==> config.mk <==
export PLATFORM = sky130hd
export DESIGN_NAME = mtsw_ctrl
export DESIGN_NICKNAME = d
export VERILOG_FILES = /design/src/rtl/mtsw_pkg.sv /design/src/rtl/mtsw_rr_pick.sv /design/src/rtl/mtsw_grp_guard.sv /design/src/rtl/mtsw_ctrl.sv
export SDC_FILE = /design/constraint.sdc
export NUM_CORES = 1
export LEC_CHECK = 0
export ABC_AREA = 0
export BUFFER_PORTS_ARGS = -buffer_cell sky130_fd_sc_hd__buf_4
export CAP_MARGIN = 30
export CORE_UTILIZATION = 59
export CTS_BUF_LIST = sky130_fd_sc_hd__clkbuf_2
export DETAILED_ROUTE_END_ITERATION = 16
export GPL_TIMING_DRIVEN = 0
export PLACE_DENSITY_LB_ADDON = 0.1
export SYNTH_ARGS = -nofsm -noshare
export SYNTH_HDL_FRONTEND = slang
export SYNTH_SLANG_ARGS = --single-unit
==> constraint.sdc <==
create_clock -name clk_i -period 3.2 [get_ports clk_i]
set_clock_uncertainty 0.05 [all_clocks]
set_input_delay 0.32 -clock clk_i [delete_from_list [all_inputs] [get_ports clk_i]]
set_output_delay 0.32 -clock clk_i [all_outputs]
set_load 0.01 [all_outputs]
==> src/rtl/mtsw_pkg.sv <==
package mtsw_pkg;
  // default geometry shared by the controller and its checker
  localparam int unsigned THR_N_DEF = 4;
  localparam int unsigned GRP_N_DEF = 8;
endpackage

==> src/rtl/mtsw_rr_pick.sv <==
// Round-robin picker: first set request strictly after 'last', wrapping.
module mtsw_rr_pick #(
  parameter int unsigned N  = 4,
  parameter int unsigned IW = 2
) (
  input  logic [N-1:0]  req_i,
  input  logic [IW-1:0] last_i,
  output logic          ok_o,
  output logic [IW-1:0] pick_o
);
  int unsigned idx;

  always_comb begin
    ok_o   = 1'b0;
    pick_o = last_i;
    idx    = 0;
    // walk from farthest to nearest so the nearest hit is written last
    for (int unsigned k = N; k >= 1; k--) begin
      idx = (int'(last_i) + k) % N;
      if (req_i[idx]) begin
        ok_o   = 1'b1;
        pick_o = IW'(idx);
      end
    end
  end
endmodule

==> src/rtl/mtsw_grp_guard.sv <==
// Per-thread register-group enable masks and access checking.
module mtsw_grp_guard #(
  parameter int unsigned THR_N = 4,
  parameter int unsigned GRP_N = 8,
  parameter int unsigned TW    = 2,
  parameter int unsigned GW    = 3
) (
  input  logic             clk_i,
  input  logic             rst_ni,
  input  logic             wr_i,
  input  logic [TW-1:0]    wr_tid_i,
  input  logic [GRP_N-1:0] wr_mask_i,
  input  logic             acc_vld_i,
  input  logic [TW-1:0]    acc_tid_i,
  input  logic [GW-1:0]    acc_grp_i,
  output logic             viol_o,
  output logic [TW-1:0]    viol_tid_o,
  output logic [GW-1:0]    viol_grp_o
);
  logic [THR_N-1:0][GRP_N-1:0] mask_q, mask_d;
  logic                        viol_d;

  for (genvar t = 0; t < THR_N; t++) begin : g_mask
    assign mask_d[t] = (wr_i && (wr_tid_i == TW'(t))) ? wr_mask_i : mask_q[t];
  end

  assign viol_d = acc_vld_i && !mask_q[acc_tid_i][acc_grp_i];

  always_ff @(posedge clk_i or negedge rst_ni) begin
    if (!rst_ni) begin
      mask_q     <= '1;
      viol_o     <= 1'b0;
      viol_tid_o <= '0;
      viol_grp_o <= '0;
    end else begin
      mask_q <= mask_d;
      viol_o <= viol_d;
      if (acc_vld_i) begin
        viol_tid_o <= acc_tid_i;
        viol_grp_o <= acc_grp_i;
      end
    end
  end
endmodule

==> src/rtl/mtsw_ctrl.sv <==
module mtsw_ctrl
  import mtsw_pkg::*;
#(
  parameter int unsigned THR_N = THR_N_DEF,
  parameter int unsigned GRP_N = GRP_N_DEF,
  localparam int unsigned TW   = (THR_N > 1) ? $clog2(THR_N) : 1,
  localparam int unsigned GW   = (GRP_N > 1) ? $clog2(GRP_N) : 1
) (
  input  logic             clk_i,
  input  logic             rst_ni,
  input  logic             miss_i,
  input  logic             fill_vld_i,
  input  logic [TW-1:0]    fill_tid_i,
  input  logic             prio_en_i,
  input  logic [TW-1:0]    prio_tid_i,
  input  logic             mask_wr_i,
  input  logic [TW-1:0]    mask_tid_i,
  input  logic [GRP_N-1:0] mask_val_i,
  input  logic             acc_vld_i,
  input  logic [GW-1:0]    acc_grp_i,
  output logic [TW-1:0]    cur_tid_o,
  output logic             issue_en_o,
  output logic             viol_o,
  output logic [TW-1:0]    viol_tid_o,
  output logic [GW-1:0]    viol_grp_o
);
  localparam logic [THR_N-1:0] ONE_HOT0 = THR_N'(1);

  logic [THR_N-1:0] rdy_q, rdy_d, park_set, wake_set;
  logic [TW-1:0]    cur_q, cur_d, rr_pick;
  logic             run_q, run_d, rr_ok, miss_eff, prio_hit;

  // miss is applied first, then the fill: a same-cycle pair leaves it ready
  assign miss_eff = miss_i && run_q;
  assign park_set = miss_eff ? (ONE_HOT0 << cur_q) : '0;
  assign wake_set = fill_vld_i ? (ONE_HOT0 << fill_tid_i) : '0;
  assign rdy_d    = (rdy_q & ~park_set) | wake_set;
  assign prio_hit = prio_en_i && rdy_d[prio_tid_i];

  mtsw_rr_pick #(.N(THR_N), .IW(TW)) u_rr (
    .req_i  (rdy_d),
    .last_i (cur_q),
    .ok_o   (rr_ok),
    .pick_o (rr_pick)
  );

  always_comb begin
    cur_d = cur_q;
    run_d = run_q;
    if (prio_hit) begin
      cur_d = prio_tid_i;
      run_d = 1'b1;
    end else if (run_q && !miss_i) begin
      cur_d = cur_q;
      run_d = 1'b1;
    end else if (rr_ok) begin
      cur_d = rr_pick;
      run_d = 1'b1;
    end else begin
      run_d = 1'b0;
    end
  end

  always_ff @(posedge clk_i or negedge rst_ni) begin
    if (!rst_ni) begin
      rdy_q <= '1;
      cur_q <= '0;
      run_q <= 1'b1;
    end else begin
      rdy_q <= rdy_d;
      cur_q <= cur_d;
      run_q <= run_d;
    end
  end

  mtsw_grp_guard #(.THR_N(THR_N), .GRP_N(GRP_N), .TW(TW), .GW(GW)) u_guard (
    .clk_i      (clk_i),
    .rst_ni     (rst_ni),
    .wr_i       (mask_wr_i),
    .wr_tid_i   (mask_tid_i),
    .wr_mask_i  (mask_val_i),
    .acc_vld_i  (acc_vld_i && run_q),
    .acc_tid_i  (cur_q),
    .acc_grp_i  (acc_grp_i),
    .viol_o     (viol_o),
    .viol_tid_o (viol_tid_o),
    .viol_grp_o (viol_grp_o)
  );

  assign cur_tid_o  = cur_q;
  assign issue_en_o = run_q;
endmodule

Yosys cells after proc, flatten, opt, wreduce, memory -nomap -nowiden
Cells that the tools add are included.
{"block": "totals", "mem_bits_ro": 0, "mem_bits_rw": 0, "latchBits": 0, "ff_bits": 45, "mem_count": 0, "word_cells": 75}
{"block": "op_classes", "mux": 30, "bitwise": 3, "shifts": 2, "add_sub_neg": 4, "n_lt_le_gt_ge": 7, "n_mul": 0, "eq_ne": 4, "div": 0, "reduce_logical": 15}
{"cell": "less-than comparator 2 x 3 -> 1 bit, second input constant", "n": 6}
{"cell": "binary-select mux 8 bit (select 2 bit)", "n": 1}
{"cell": "two-way mux 2 bit", "n": 7}
{"cell": "two-way mux 1 bit", "n": 13}
{"cell": "binary-select mux 1 bit (select 2 bit)", "n": 5}
{"cell": "logical AND 1 bit", "n": 9}
{"cell": "two-way mux 4 bit", "n": 2}
{"cell": "two-way mux 8 bit", "n": 1}
{"cell": "left shift 1 x 2 -> 4 bit, first input constant", "n": 2}
{"cell": "nonzero test 5 bit", "n": 1}
{"cell": "adder 2 x 1 -> 2 bit, second input constant", "n": 2}
{"cell": "adder 2 bit, second input constant", "n": 2}
{"cell": "AND 4 bit", "n": 1}
{"cell": "equality test 2 bit, second input constant", "n": 2}
{"cell": "less-than comparator 3 x 4 -> 1 bit, second input constant", "n": 1}
{"cell": "inverter 4 bit", "n": 1}
{"cell": "OR 4 bit", "n": 1}
{"cell": "binary-select mux 1 bit (select 3 bit)", "n": 1}
{"cell": "AND reduction 3 bit", "n": 1}
{"cell": "equality test 2 x 1 -> 1 bit, second input constant", "n": 1}
{"cell": "logical NOT 1 bit", "n": 2}
{"cell": "logical NOT 2 bit", "n": 1}
{"cell": "inequality test 2 bit, second input constant", "n": 1}
{"cell": "nonzero test 2 bit", "n": 1}

Logic depth before layout (Yosys ltp)
Gate-level depths: netlist of the first run.
{"block": "logic_depth", "ltp_word": 14, "depth_mapped": 10, "depth_no_buf": 8}

Hierarchy
A second synthesis of the first run with hierarchy kept.
{"block": "unflattened", "cells_unflattened": 174, "area_unflattened_um2": 2279.7}
{"mod": "mtsw_grp_guard", "area_per_inst_um2": 1793.0, "seq_area_each_um2": 991.0, "instances": 1, "cells_per_inst": 121}
{"mod": "mtsw_ctrl", "area_per_inst_um2": 404.1, "seq_area_each_um2": 181.4, "instances": 1, "cells_per_inst": 39}
{"mod": "mtsw_rr_pick", "area_per_inst_um2": 82.6, "seq_area_each_um2": 0.0, "instances": 1, "cells_per_inst": 14}

Least setup slack after synthesis of the first run
OpenSTA, ideal clock, no wires.
{"block": "synth_timing", "kind": "reg2reg", "startpoint": "register cur_q[0] (netlist: cur_tid_o[0])", "endpoint": "register cur_q[0] (netlist: cur_tid_o[0])", "t_arrival_ns": 2.160, "synth_period_minus_slack_ns": 2.334, "path_stages_with_launch": 11, "required_ns": 3.026, "path_buffers": 2, "path_slack_ns": 0.866, "cell_sequence": "dfrtp_1 -> buf_6 -> buf_2 -> inv_1 -> ha_1 -> nand3_1 -> a22o_1 -> a22o_1 -> nor3b_1 -> nor3_1 -> o31a_1"}
{"block": "synth_between", "elab_chain_cells": 13, "elab_cells_between_ends": 35, "classes_between": "add/sub: 4; eq/ne: 1; shift: 1; mux: 22; bitwise: 3; reduce/logical: 4"}
{"element": "from (decl)", "line_no": "mtsw_ctrl.sv:30", "rtl": "logic [TW-1:0] cur_q, cur_d, rr_pick;"}
{"element": "from (signal assigned)", "line_no": "mtsw_ctrl.sv:71", "rtl": "cur_q <= cur_d;"}
{"element": "left shift 1 x 2 -> 4 bit *", "line_no": "mtsw_ctrl.sv:35", "rtl": "assign park_set = miss_eff ? (ONE_HOT0 << cur_q) : '0;"}
{"element": "two-way mux 4 bit *", "line_no": "mtsw_ctrl.sv:35"}
{"element": "inverter 4 bit *", "line_no": "mtsw_ctrl.sv:37", "rtl": "assign rdy_d = (rdy_q & ~park_set) | wake_set;"}
{"element": "AND 4 bit *", "line_no": "mtsw_ctrl.sv:37"}
{"element": "OR 4 bit *", "line_no": "mtsw_ctrl.sv:37"}
{"element": "via rdy_d[0]", "line_no": "mtsw_ctrl.sv:29", "rtl": "logic [THR_N-1:0] rdy_q, rdy_d, park_set, wake_set;"}
{"element": "binary-select mux 1 bit (select 2 bit)", "line_no": "mtsw_rr_pick.sv:20", "rtl": "if (req_i[idx]) begin"}
{"element": "two-way mux 1 bit (not written as such)", "line_no": "mtsw_rr_pick.sv:20"}
{"element": "two-way mux 1 bit or two-way mux 2 bit (tied branches) (3 in series)", "line_no": "mtsw_rr_pick.sv:20"}
{"element": "two-way mux 1 bit or two-way mux 2 bit (tied branches)", "line_no": "mtsw_rr_pick.sv:20, mtsw_ctrl.sv:56"}
{"element": "nonzero test 2 bit (no source line) or two-way mux 2 bit (tied branches)"}
{"element": "AND reduction 3 bit (no source line) or two-way mux 2 bit (tied branches)"}
The timed path passes the listed nets; every way through them passes the cells marked *. The select of a mux whose other input is x is not followed.
A chain may end at the register's enable or synchronous reset.

Worst setup path in the final report of the first run
{"block": "layout_timing", "startpoint": "register cur_q[1] (netlist: cur_tid_o[1])", "endpoint": "register cur_q[0] (netlist: cur_tid_o[0])"}
The elaborated chain is that of the path after synthesis.

==> impl_metrics.py, run 1 <==
metrics = {
    "outcome": {
        "outcome": "finished clean",
    },
    "grt": {
        "grtUsageTotal": 0.252,
        "grt.overflow.total": 0,
        "grt_start_max_net_pins": 46,
        "grt_pass1_vias": 1690,
        "grt_pass1_wl_mm": 7.83,
        "grt_antenna_before_repair": 0,
    },
    "timing": {
        "layout_setup_ws_ns": 0.541,
        "finalMaxSlewViolations": 0,
        "rsz0062_at_grt": "false",
        "setup_viol": 0,
        "worst_pin_slew_ns": 0.725,
        "fin_tns_setup_ns": 0,
        "fin_crit_sh": 0.831,
        "hold_viol_final": 0,
        "fmaxAchievable_mhz": 376,
        "timing.hold.ws_ns": 0.0260,
        "relSlewSlack": 0.514,
        "period_needed_ns": 2.66,
    },
    "detailed_routing": {
        "first_pass_iters": 6,
        "vias": 1609,
        "drt_iter0_drc": 163,
        "routed_via_density": 6.24,
        "antenna_left": 0,
        "wl_mm": 4.78,
        "drc": 0,
        "avgRoutedWirePerCell_um": 18.5,
    },
    "yosys": {
        "synth_top_cell_by_area": "dfstp_2",
        "ys_types": 39,
        "synth-edff-count": 0,
        "async_flop_share": 1.00,
        "synth.net_count": 197,
        "ys.warnings.count": 0,
        "postSynthAreaPerCell_um2": 14.0,
        "syn_area_um2": 2360,
        "post-synth-top-count-cell": "dfstp_2",
        "yosys-top-cells-count": "37 x dfstp_2, 35 x mux2_2, 8 x dfrtp_1, 8 x nand3_1, 7 x mux4_1",
        "syn_inst": 169,
        "yosysSeqAreaShare": 0.496,
        "synth_top_area_frac": 0.412,
        "synth_ff_type": "dfstp_2",
        "ys_ff_latch": 45,
        "synth.area.top_cells": "dfstp_2 41%, mux2_2 17%, dfrtp_1 8.5%",
    },
    "clocking": {
        "htreeDepth": 2,
        "post_cts_buffers": 0,
        "clkLatencyLatePin_ns": 0.42,
        "cts_root_buf": "clkbuf_2",
        "cts_tree": "done",
        "numClockSinks": 45,
        "clk_path_buf_depth": 2,
        "cts_buffers": 5,
        "clkSlewWorstSetupHoldPaths_ns": 0.23,
    },
    "setup_path": {
        "timing.rr.end": "cur_tid_o[0]",
        "cp.depth": 10,
        "worstPathRequired_ns": 3.49,
        "cpPeakStageDelay_ns": 0.46,
        "r2r_start": "cur_tid_o[1]",
        "critPathCapture": "cur_tid_o[0]",
        "arrival_ns": 2.95,
        "crit_chain": "buf_2, buf_2, inv_1, ha_1, nand3_1, a22o_1, a22o_1, nor3b_1, nor3_1, o31a_1",
        "crit_path_start_kind": "flip-flop",
        "critPathSlowestCell": "dfrtp_1",
        "cp_top_family": "compound AO/OA/AOI/OAI gates",
        "crit_buf_inv": 3,
        "r2r_slack_ns": 0.54,
        "crit_start": "cur_tid_o[1]",
        "worstPathMaxFanout": 10,
        "end_kind": "flip-flop",
        "reg2regPathDepth": 10,
        "worstSetupPathType": "reg2reg",
    },
    "floorplanning": {
        "rows": 22,
        "start_util": 0.631,
        "dieArea_um2": 4260,
        "die_h_um": 65.3,
        "die_w_um": 65.3,
        "fp.coreArea_um2": 3740,
        "io_pins": 33,
    },
    "job": {
        "drv_cap": 0,
    },
    "finish": {
        "area_delta_synth_final_pct": 15.8,
        "diodes": 0,
        "final_util": 0.731,
        "drive_gt1_frac": 0.576,
        "final_nets": 237,
        "instances_no_fill": 258,
        "finalInstanceArea_um2": 2740,
        "n_fill_cell": 266,
    },
    "place": {
        "preCtsSetupSlack_ns": 0.574,
        "hpwl_mm": 3.46,
        "postPlaceCellArea_um2": 2660,
        "place.gp.congestion": 0.914,
        "io_buffers": 32,
        "place_inst": 249,
    },
    "worst_hold_path": {
        "hold_path_depth": 2,
        "hold_class": "in2reg",
    },
    "pwr": {
        "powerDensity_nw_per_um2": 772,
        "total_power_mw": 2.11,
        "p_leak_nw": 1.15,
        "max-vdd-ir-drop_mv": 0.431,
    },
}
==> logic make-up (layout without fill, tap and decap cells) <==
kind of cell | after synthesis | after routing | synth area share
DFF | 45 | 45 | 0.496
muxes | 48 | 48 | 0.286
and+or+nand+nor | 32 | 32 | 0.0795
AOI/OAI and AO/OA | 29 | 29 | 0.0906
xor gates and xnor gates | 2 | 2 | 0.00742
adders and majority gates | 4 | 4 | 0.0212
buffers and inverters | 9 | 50 | 0.0191
==> layout make-up <==
type	count	area [µm²]	share of cell area
Sequential cell	45	1170	0.428
Multi-Input combinational cell	115	1140	0.418
Timing Repair Buffer	33	250	0.0914
Tap cell	48	60.1	0.0219
Clock inverter	2	33.8	0.0123
Clock buffer	6	30.0	0.0110
Buffer	4	26.3	0.00960
Inverter	5	18.8	0.00686
==> worst min-delay path by stage <==
stage                             from                     to  slack, ns
after floorplan                 rst_ni           cur_tid_o[0]      -0.03
after global placement          rst_ni           cur_tid_o[0]       0.28
after detailed placement        rst_ni  u_guard.viol_tid_o[0]       0.30
after CTS                 acc_grp_i[2]         u_guard.viol_o       0.01
after global routing      acc_grp_i[2]         u_guard.viol_o      0.005
final                     acc_grp_i[2]         u_guard.viol_o       0.03
==> sequential cells by signal (all words and copies together), names as in the netlist <==
name                count
cur_tid_o               2
u_guard.viol_tid_o      2
u_guard.mask_q         32
u_guard.viol_grp_o      3
u_guard.viol_o          1
issue_en_o              1
rdy_q                   4
==> report_power, final <==
group	total (mW)	switching (mW)	internal (mW)
Sequential	0.877	0.0943	0.783
Clock	0.309	0.176	0.133
Combinational	0.925	0.444	0.481
==> routing by layer <==
metal	part of all wire	global-route usage	vias up
li1	-	-	738
met1	0.40	0.293	798
met2	0.52	0.441	60
met3	0.053	0.0521	13
met4	0.025	0.122	0
met5	0	0	-
==> cell usage in the layout (no fill, tap or decap), drive strengths merged, types with 2 or more instances in the layout <==
cell type	instances
a21oi	3
a22o	3
a22oi	2
a32o	2
a32oi	2
buf	36
clkbuf	6
dfrtp	8
dfstp	37
ha	4
inv	5
mux2	35
mux2i	3
mux4	10
nand2	5
nand2b	3
nand3	8
nand3b	3
nor2	3
nor2b	4
nor3b	2
o211ai	3
o21ai	5
o22ai	2
xor2	2
==> repair_timing <==
item | in CTS | in global routing
endpoints found under the setup margin | 0 | 0
gates resized for setup | 0 | 0
hold buffers | 1 | 0
endpoints found under the hold margin | 8 | 0
No activity file was read; power rests on OpenSTA's default activity.
==> inputs of run 2 (changes only) <==
--- a/config.mk
+++ b/config.mk
@@ -8,7 +8,7 @@
 export ABC_AREA = 0
 export BUFFER_PORTS_ARGS = -buffer_cell sky130_fd_sc_hd__buf_4
 export CAP_MARGIN = 30
-export CORE_UTILIZATION = 59
+export CORE_UTILIZATION = 53
 export CTS_BUF_LIST = sky130_fd_sc_hd__clkbuf_2
 export DETAILED_ROUTE_END_ITERATION = 16
 export GPL_TIMING_DRIVEN = 0
==> constraint.sdc (replaced) <==
create_clock -name clk_i -period 2.4 [get_ports clk_i]
set_clock_uncertainty 0.05 [all_clocks]
set_input_delay 0.24 -clock clk_i [delete_from_list [all_inputs] [get_ports clk_i]]
set_output_delay 0.24 -clock clk_i [all_outputs]
set_load 0.01 [all_outputs]
==> run 2 against run 1 <==
Net effect: via count increased by 2.8%; final cell count increased by 5.0%; flip-flop and latch count unchanged; largest power group unchanged.
==> impl_metrics.py, run 2 (same netlist as run 1, synthesis figures left out) <==
metrics = {
    "clocking": {
        "cts_buffers": 5,
        "cts_root_buf": "clkbuf_2",
        "htreeDepth": 2,
        "numClockSinks": 45,
        "clkSlewWorstSetupHoldPaths_ns": 0.23,
        "cts_tree": "done",
        "clk_path_buf_depth": 2,
        "clkLatencyLatePin_ns": 0.42,
    },
    "finish": {
        "largest_reg_flops": 32,
        "n_fill_cell": 306,
        "diodes": 0,
        "drive_gt1_frac": 0.588,
        "top_register": "u_guard.mask_q",
        "final_common_cell": "buf_4",
        "reg_top3": "u_guard.mask_q: 32 flops, rdy_q: 4 flops, u_guard.viol_grp_o: 3 flops",
        "layout_common_cells": "38 x buf_4, 37 x dfstp_2, 35 x mux2_2, 9 x dlygate4sd3_1",
        "final_nets": 248,
        "final_util": 0.686,
        "instances_no_fill": 271,
        "area_delta_synth_final_pct": 20.4,
        "finalInstanceArea_um2": 2840,
    },
    "setup_path": {
        "crit_start": "cur_tid_o[1]",
        "r2r_start": "cur_tid_o[1]",
        "worstSetupPathType": "reg2reg",
        "worstPathMaxFanout": 17,
        "crit_path_start_kind": "flip-flop",
        "end_kind": "flip-flop",
        "worstPathRequired_ns": 2.68,
        "arrival_ns": 2.56,
    },
    "grt": {
        "grt_pass1_wl_mm": 8.09,
        "grtUsageTotal": 0.246,
        "grt.overflow.total": 0,
        "grt_antenna_before_repair": 0,
        "grt_pass1_vias": 1642,
        "grt_start_max_net_pins": 46,
    },
    "floorplanning": {
        "start_util": 0.570,
        "fp.coreArea_um2": 4140,
        "io_pins": 33,
        "die_h_um": 68.8,
        "dieArea_um2": 4730,
        "rows": 23,
        "die_w_um": 68.8,
    },
    "timing": {
        "fmaxAchievable_mhz": 437,
        "worst_pin_slew_ns": 0.733,
        "fin_crit_sh": 0.953,
        "finalMaxSlewViolations": 0,
        "relSlewSlack": 0.509,
        "period_needed_ns": 2.29,
        "setup_viol": 0,
        "hold_viol_final": 0,
    },
    "worst_hold_path": {
        "hp-start": "mask_val_i[6]",
        "hold_class": "in2reg",
    },
    "place": {
        "hpwl_mm": 3.58,
        "place.gp.congestion": 0.865,
        "place_inst": 251,
        "io_buffers": 32,
        "postPlaceCellArea_um2": 2670,
    },
    "detailed_routing": {
        "met1_length_mm": 2.18,
        "drc": 0,
        "avgRoutedWirePerCell_um": 19.0,
        "antenna_left": 0,
        "routed_via_density": 6.10,
        "drt_iter0_drc": 90,
        "dr_wl_met2_mm": 2.67,
        "maxUsedRoutingLayer": "met4",
        "dr_wl_met3_um": 164,
        "wl_mm": 5.15,
        "vias": 1654,
        "first_pass_iters": 4,
    },
    "outcome": {
        "outcome": "finished clean",
    },
    "pwr": {
        "p_leak_nw": 1.19,
        "powerDensity_nw_per_um2": 1000,
        "max-vdd-ir-drop_mv": 0.448,
    },
    "job": {
        "drv_cap": 0,
    },
}
[run 2: critical path, cell delays in order (launching register included)]
cell     delay, ns
dfrtp_1       0.43
buf_4         0.21
inv_2         0.11
ha_1          0.14
nand3_1       0.16
a22o_1        0.29
a22o_1        0.24
nor3b_2       0.22
nor3_1        0.07
o31a_1        0.26
[run 2: path summary, 6_finish.rpt]
path / to / slack, ns / depth (start not counted)
setup reg to reg: cur_tid_o[0] / 0.11 / 9
hold reg to reg: u_guard.viol_tid_o[1] / 0.47 / 2
setup / recovery: cur_tid_o[0] / 0.11 / 9
max in group asynchronous: u_guard.mask_q[13] / 1.65 / 2
hold / removal: u_guard.mask_q[30] / 0.01 / 2
min in group asynchronous: cur_tid_o[1] / 0.25 / 2
[run 2: routing by layer]
metal,vias up,GRT usage
li1,763,-
met1,836,0.298
met2,43,0.423
met3,12,0.0477
met4,0,0.115
met5,-,0
[run 2: area by class of cell]
cell class              count  area [µm²]  share of cell area
inverters                   5        18.8             0.00660
repair buffers             46         368               0.129
multi-input cells         115        1160               0.408
well taps                  50        62.6              0.0220
plain buffers               2        18.8             0.00660
clock buffers               6        30.0              0.0106
flip-flops and latches     45        1170               0.412
clock inverters             2        13.8             0.00484
[run 2: repair_timing]
action / 4_1_cts / 5_1_grt
hold endpoints to repair: 19 / 6
setup endpoints to repair: 2 / 2
gates resized for setup: 3 / 5
hold buffers: 6 / 3
buffers inserted: 4 / 1
gates cloned: 0 / 0
pin swaps: 2 / 1
[run 2: stage by stage]
step	power [mW]	setup slack, ns	hold slack [ns]	TNS, ns
floorplan	2.04	0.0661	-0.106	0
global placement	2.39	-0.239	0.190	-0.397
detailed placement	2.42	-0.261	0.219	-0.435
CTS	2.80	0.0508	0.00108	0
global route	3.02	-0.00673	0.00256	-0.00673
finish	2.84	0.113	0.0131	0
[run 2: where the power goes]
group	total, mW	switching, mW	internal (mW)
Clock	0.324	0.247	0.0768
Combinational	1.35	0.636	0.710
Sequential	1.17	0.127	1.05
Total	2.84	1.01	1.83
==> inputs of run 3 (changes only) <==
--- a/config.mk
+++ b/config.mk
@@ -12,6 +12,7 @@
 export CTS_BUF_LIST = sky130_fd_sc_hd__clkbuf_2
 export DETAILED_ROUTE_END_ITERATION = 16
 export GPL_TIMING_DRIVEN = 0
+export HOLD_SLACK_MARGIN = 0.06
 export PLACE_DENSITY_LB_ADDON = 0.1
 export SYNTH_ARGS = -nofsm -noshare
 export SYNTH_HDL_FRONTEND = slang
==> run 3 against run 2 <==
Net effect: clock-buffer cell count stayed put; combinational power hardly changed; register-to-register slack better by 0.03 ns; core utilization is 1.4 points higher; final area is 2.1% higher; sequential share of layout area is 0.85 points lower; worst setup slack better by 0.026 ns; maximum frequency is 1.1% higher; critical path depth stayed put; routed wire length is 1.7% higher; final cell count is 2.2% higher; clock power hardly changed; critical path type unchanged; largest power group unchanged; highest routed layer unchanged.
==> impl_metrics.py, run 3 (same netlist as run 1, synthesis figures left out) <==
metrics = {
    "floorplanning": {
        "rows": 23,
        "die_h_um": 68.8,
        "dieArea_um2": 4730,
        "start_util": 0.570,
        "io_pins": 33,
        "die_w_um": 68.8,
        "fp.coreArea_um2": 4140,
    },
    "setup_path": {
        "end_kind": "flip-flop",
        "timing.rr.end": "cur_tid_o[0]",
        "cp_top_family": "compound AO/OA/AOI/OAI gates",
        "cp_common_cell": "a22o_1",
        "r2r_start": "cur_tid_o[0]",
        "critPathSlowestCell": "dfrtp_1",
        "r2r_slack_ns": 0.14,
        "reg2regPathDepth": 9,
        "worstPathRequired_ns": 2.68,
        "arrival_ns": 2.54,
        "cpPeakStageDelay_ns": 0.44,
        "worstSetupPathType": "reg2reg",
        "crit_buf_inv": 2,
        "crit_chain": "buf_6, inv_2, ha_1, nand3_1, a22o_1, a22o_1, nor3b_2, nor3_1, o31a_1",
        "crit_path_start_kind": "flip-flop",
        "worstPathMaxFanout": 19,
    },
    "grt": {
        "grt_start_max_net_pins": 46,
        "grt_pass1_wl_mm": 8.20,
        "grt_antenna_before_repair": 0,
        "grtUsageTotal": 0.250,
        "grtUsageMet1": 0.301,
        "met2_usage": 0.433,
        "grt_busiest_layer": "met2",
        "grt_pass1_vias": 1676,
        "met3_usage": 0.0477,
        "grt.overflow.total": 0,
    },
    "detailed_routing": {
        "routed_via_density": 6.04,
        "avgRoutedWirePerCell_um": 18.9,
        "drt_iter0_drc": 77,
        "wl_mm": 5.24,
        "vias": 1674,
        "drc": 0,
        "antenna_left": 0,
        "first_pass_iters": 4,
    },
    "timing": {
        "layout_setup_ws_ns": 0.139,
        "finalMaxSlewViolations": 0,
        "fmaxAchievable_mhz": 442,
        "setup_viol": 0,
        "worst_pin_slew_ns": 0.730,
        "relSlewSlack": 0.511,
        "hold_viol_final": 0,
        "fin_tns_setup_ns": 0,
        "rsz0062_at_grt": "false",
        "period_needed_ns": 2.26,
        "fin_crit_sh": 0.942,
    },
    "clocking": {
        "clkLatencyLatePin_ns": 0.42,
        "cts_tree": "done",
        "cts_buffers": 5,
        "clk_path_buf_depth": 2,
        "numClockSinks": 45,
        "cts_root_buf": "clkbuf_2",
        "htreeDepth": 2,
        "clkSlewWorstSetupHoldPaths_ns": 0.22,
    },
    "finish": {
        "area_delta_synth_final_pct": 22.9,
        "largest_reg_flops": 32,
        "final_common_cell": "buf_4",
        "reg_top3": "u_guard.mask_q: 32 flops, rdy_q: 4 flops, u_guard.viol_grp_o: 3 flops",
        "finalInstanceArea_um2": 2900,
        "drive_gt1_frac": 0.573,
        "seq_area_um2": 1170,
        "top_register": "u_guard.mask_q",
        "final_nets": 254,
        "n_fill_cell": 298,
        "diodes": 0,
        "layout_common_cells": "38 x buf_4, 37 x dfstp_2, 35 x mux2_2, 15 x dlygate4sd3_1",
        "multiInputGateArea_um2": 1160,
    },
    "worst_hold_path": {
        "min_to": "rdy_q[2]",
        "hp-start": "fill_tid_i[1]",
        "hold_class": "in2reg",
        "hold_path_depth": 3,
    },
    "place": {
        "io_buffers": 32,
        "preCtsSetupSlack_ns": -0.261,
        "place.gp.congestion": 0.865,
        "hpwl_mm": 3.58,
        "postPlaceCellArea_um2": 2670,
    },
    "job": {
        "drv_cap": 0,
    },
    "pwr": {
        "p_leak_nw": 1.21,
        "max-vdd-ir-drop_mv": 0.448,
        "powerDensity_nw_per_um2": 981,
    },
    "outcome": {
        "outcome": "finished clean",
    },
}
==> run 3: what timing repair did <==
action                     in CTS  in global routing
cloned                          0                  0
pin swaps                       2                  1
buffers inserted                4                  1
resized for setup               3                  5
hold buffers                   15                  0
hold endpoints to repair       46                  0
setup endpoints to repair       2                  2
==> run 3: how the worst max path moves through the flow <==
stage                      start            to  slack [ns]  cells past startpoint
floorplan           cur_tid_o[0]  cur_tid_o[0]        0.07                     10
global placement    cur_tid_o[1]  cur_tid_o[0]       -0.24                     10
detailed placement  cur_tid_o[1]  cur_tid_o[0]       -0.26                     10
CTS                 cur_tid_o[1]  cur_tid_o[0]        0.05                     10
global route        cur_tid_o[0]  cur_tid_o[0]       0.001                     10
finish              cur_tid_o[0]  cur_tid_o[0]        0.14                      9
==> run 3: routing by layer <==
layer / part of all wire / wire (µm)
met4: 0.027 / 144
met2: 0.52 / 2720
met1: 0.42 / 2210
met3: 0.032 / 170
met5: 0 / 0
==> run 3: final cells by class <==
| type | count | share of cell area |
|---|---|---|
| flip-flops and latches | 45 | 0.404 |
| multi-input cells | 115 | 0.399 |
| well taps | 50 | 0.0215 |
| plain buffers | 2 | 0.00646 |
| inverters | 5 | 0.00646 |
| repair buffers | 52 | 0.147 |
| clock buffers | 6 | 0.0103 |
| clock inverters | 2 | 0.00474 |
==> run 3: metrics by stage <==
| stage | power (mW) | hold WS [ns] | instances | util |
|---|---|---|---|---|
| after global placement | 2.39 | 0.190 | 251 | 0.643 |
| after floorplan | 2.04 | -0.106 | 169 | - |
| after global routing | 3.03 | 0.108 | 277 | 0.701 |
| after detailed placement | 2.42 | 0.219 | 251 | 0.643 |
| after CTS | 2.82 | 0.121 | 276 | 0.696 |
| final | 2.85 | 0.120 | 277 | 0.701 |
==> run 3: where the power goes <==
part           total, mW  internal, mW  switching, mW
Clock              0.324        0.0768          0.248
Combinational       1.35         0.717          0.636
Sequential          1.17          1.05          0.126
==> run 3: worst min-delay path, cell delays in order <==
cell      delay [ns]
buf_4           0.14
nand3b_1        0.10
o21ai_1         0.12
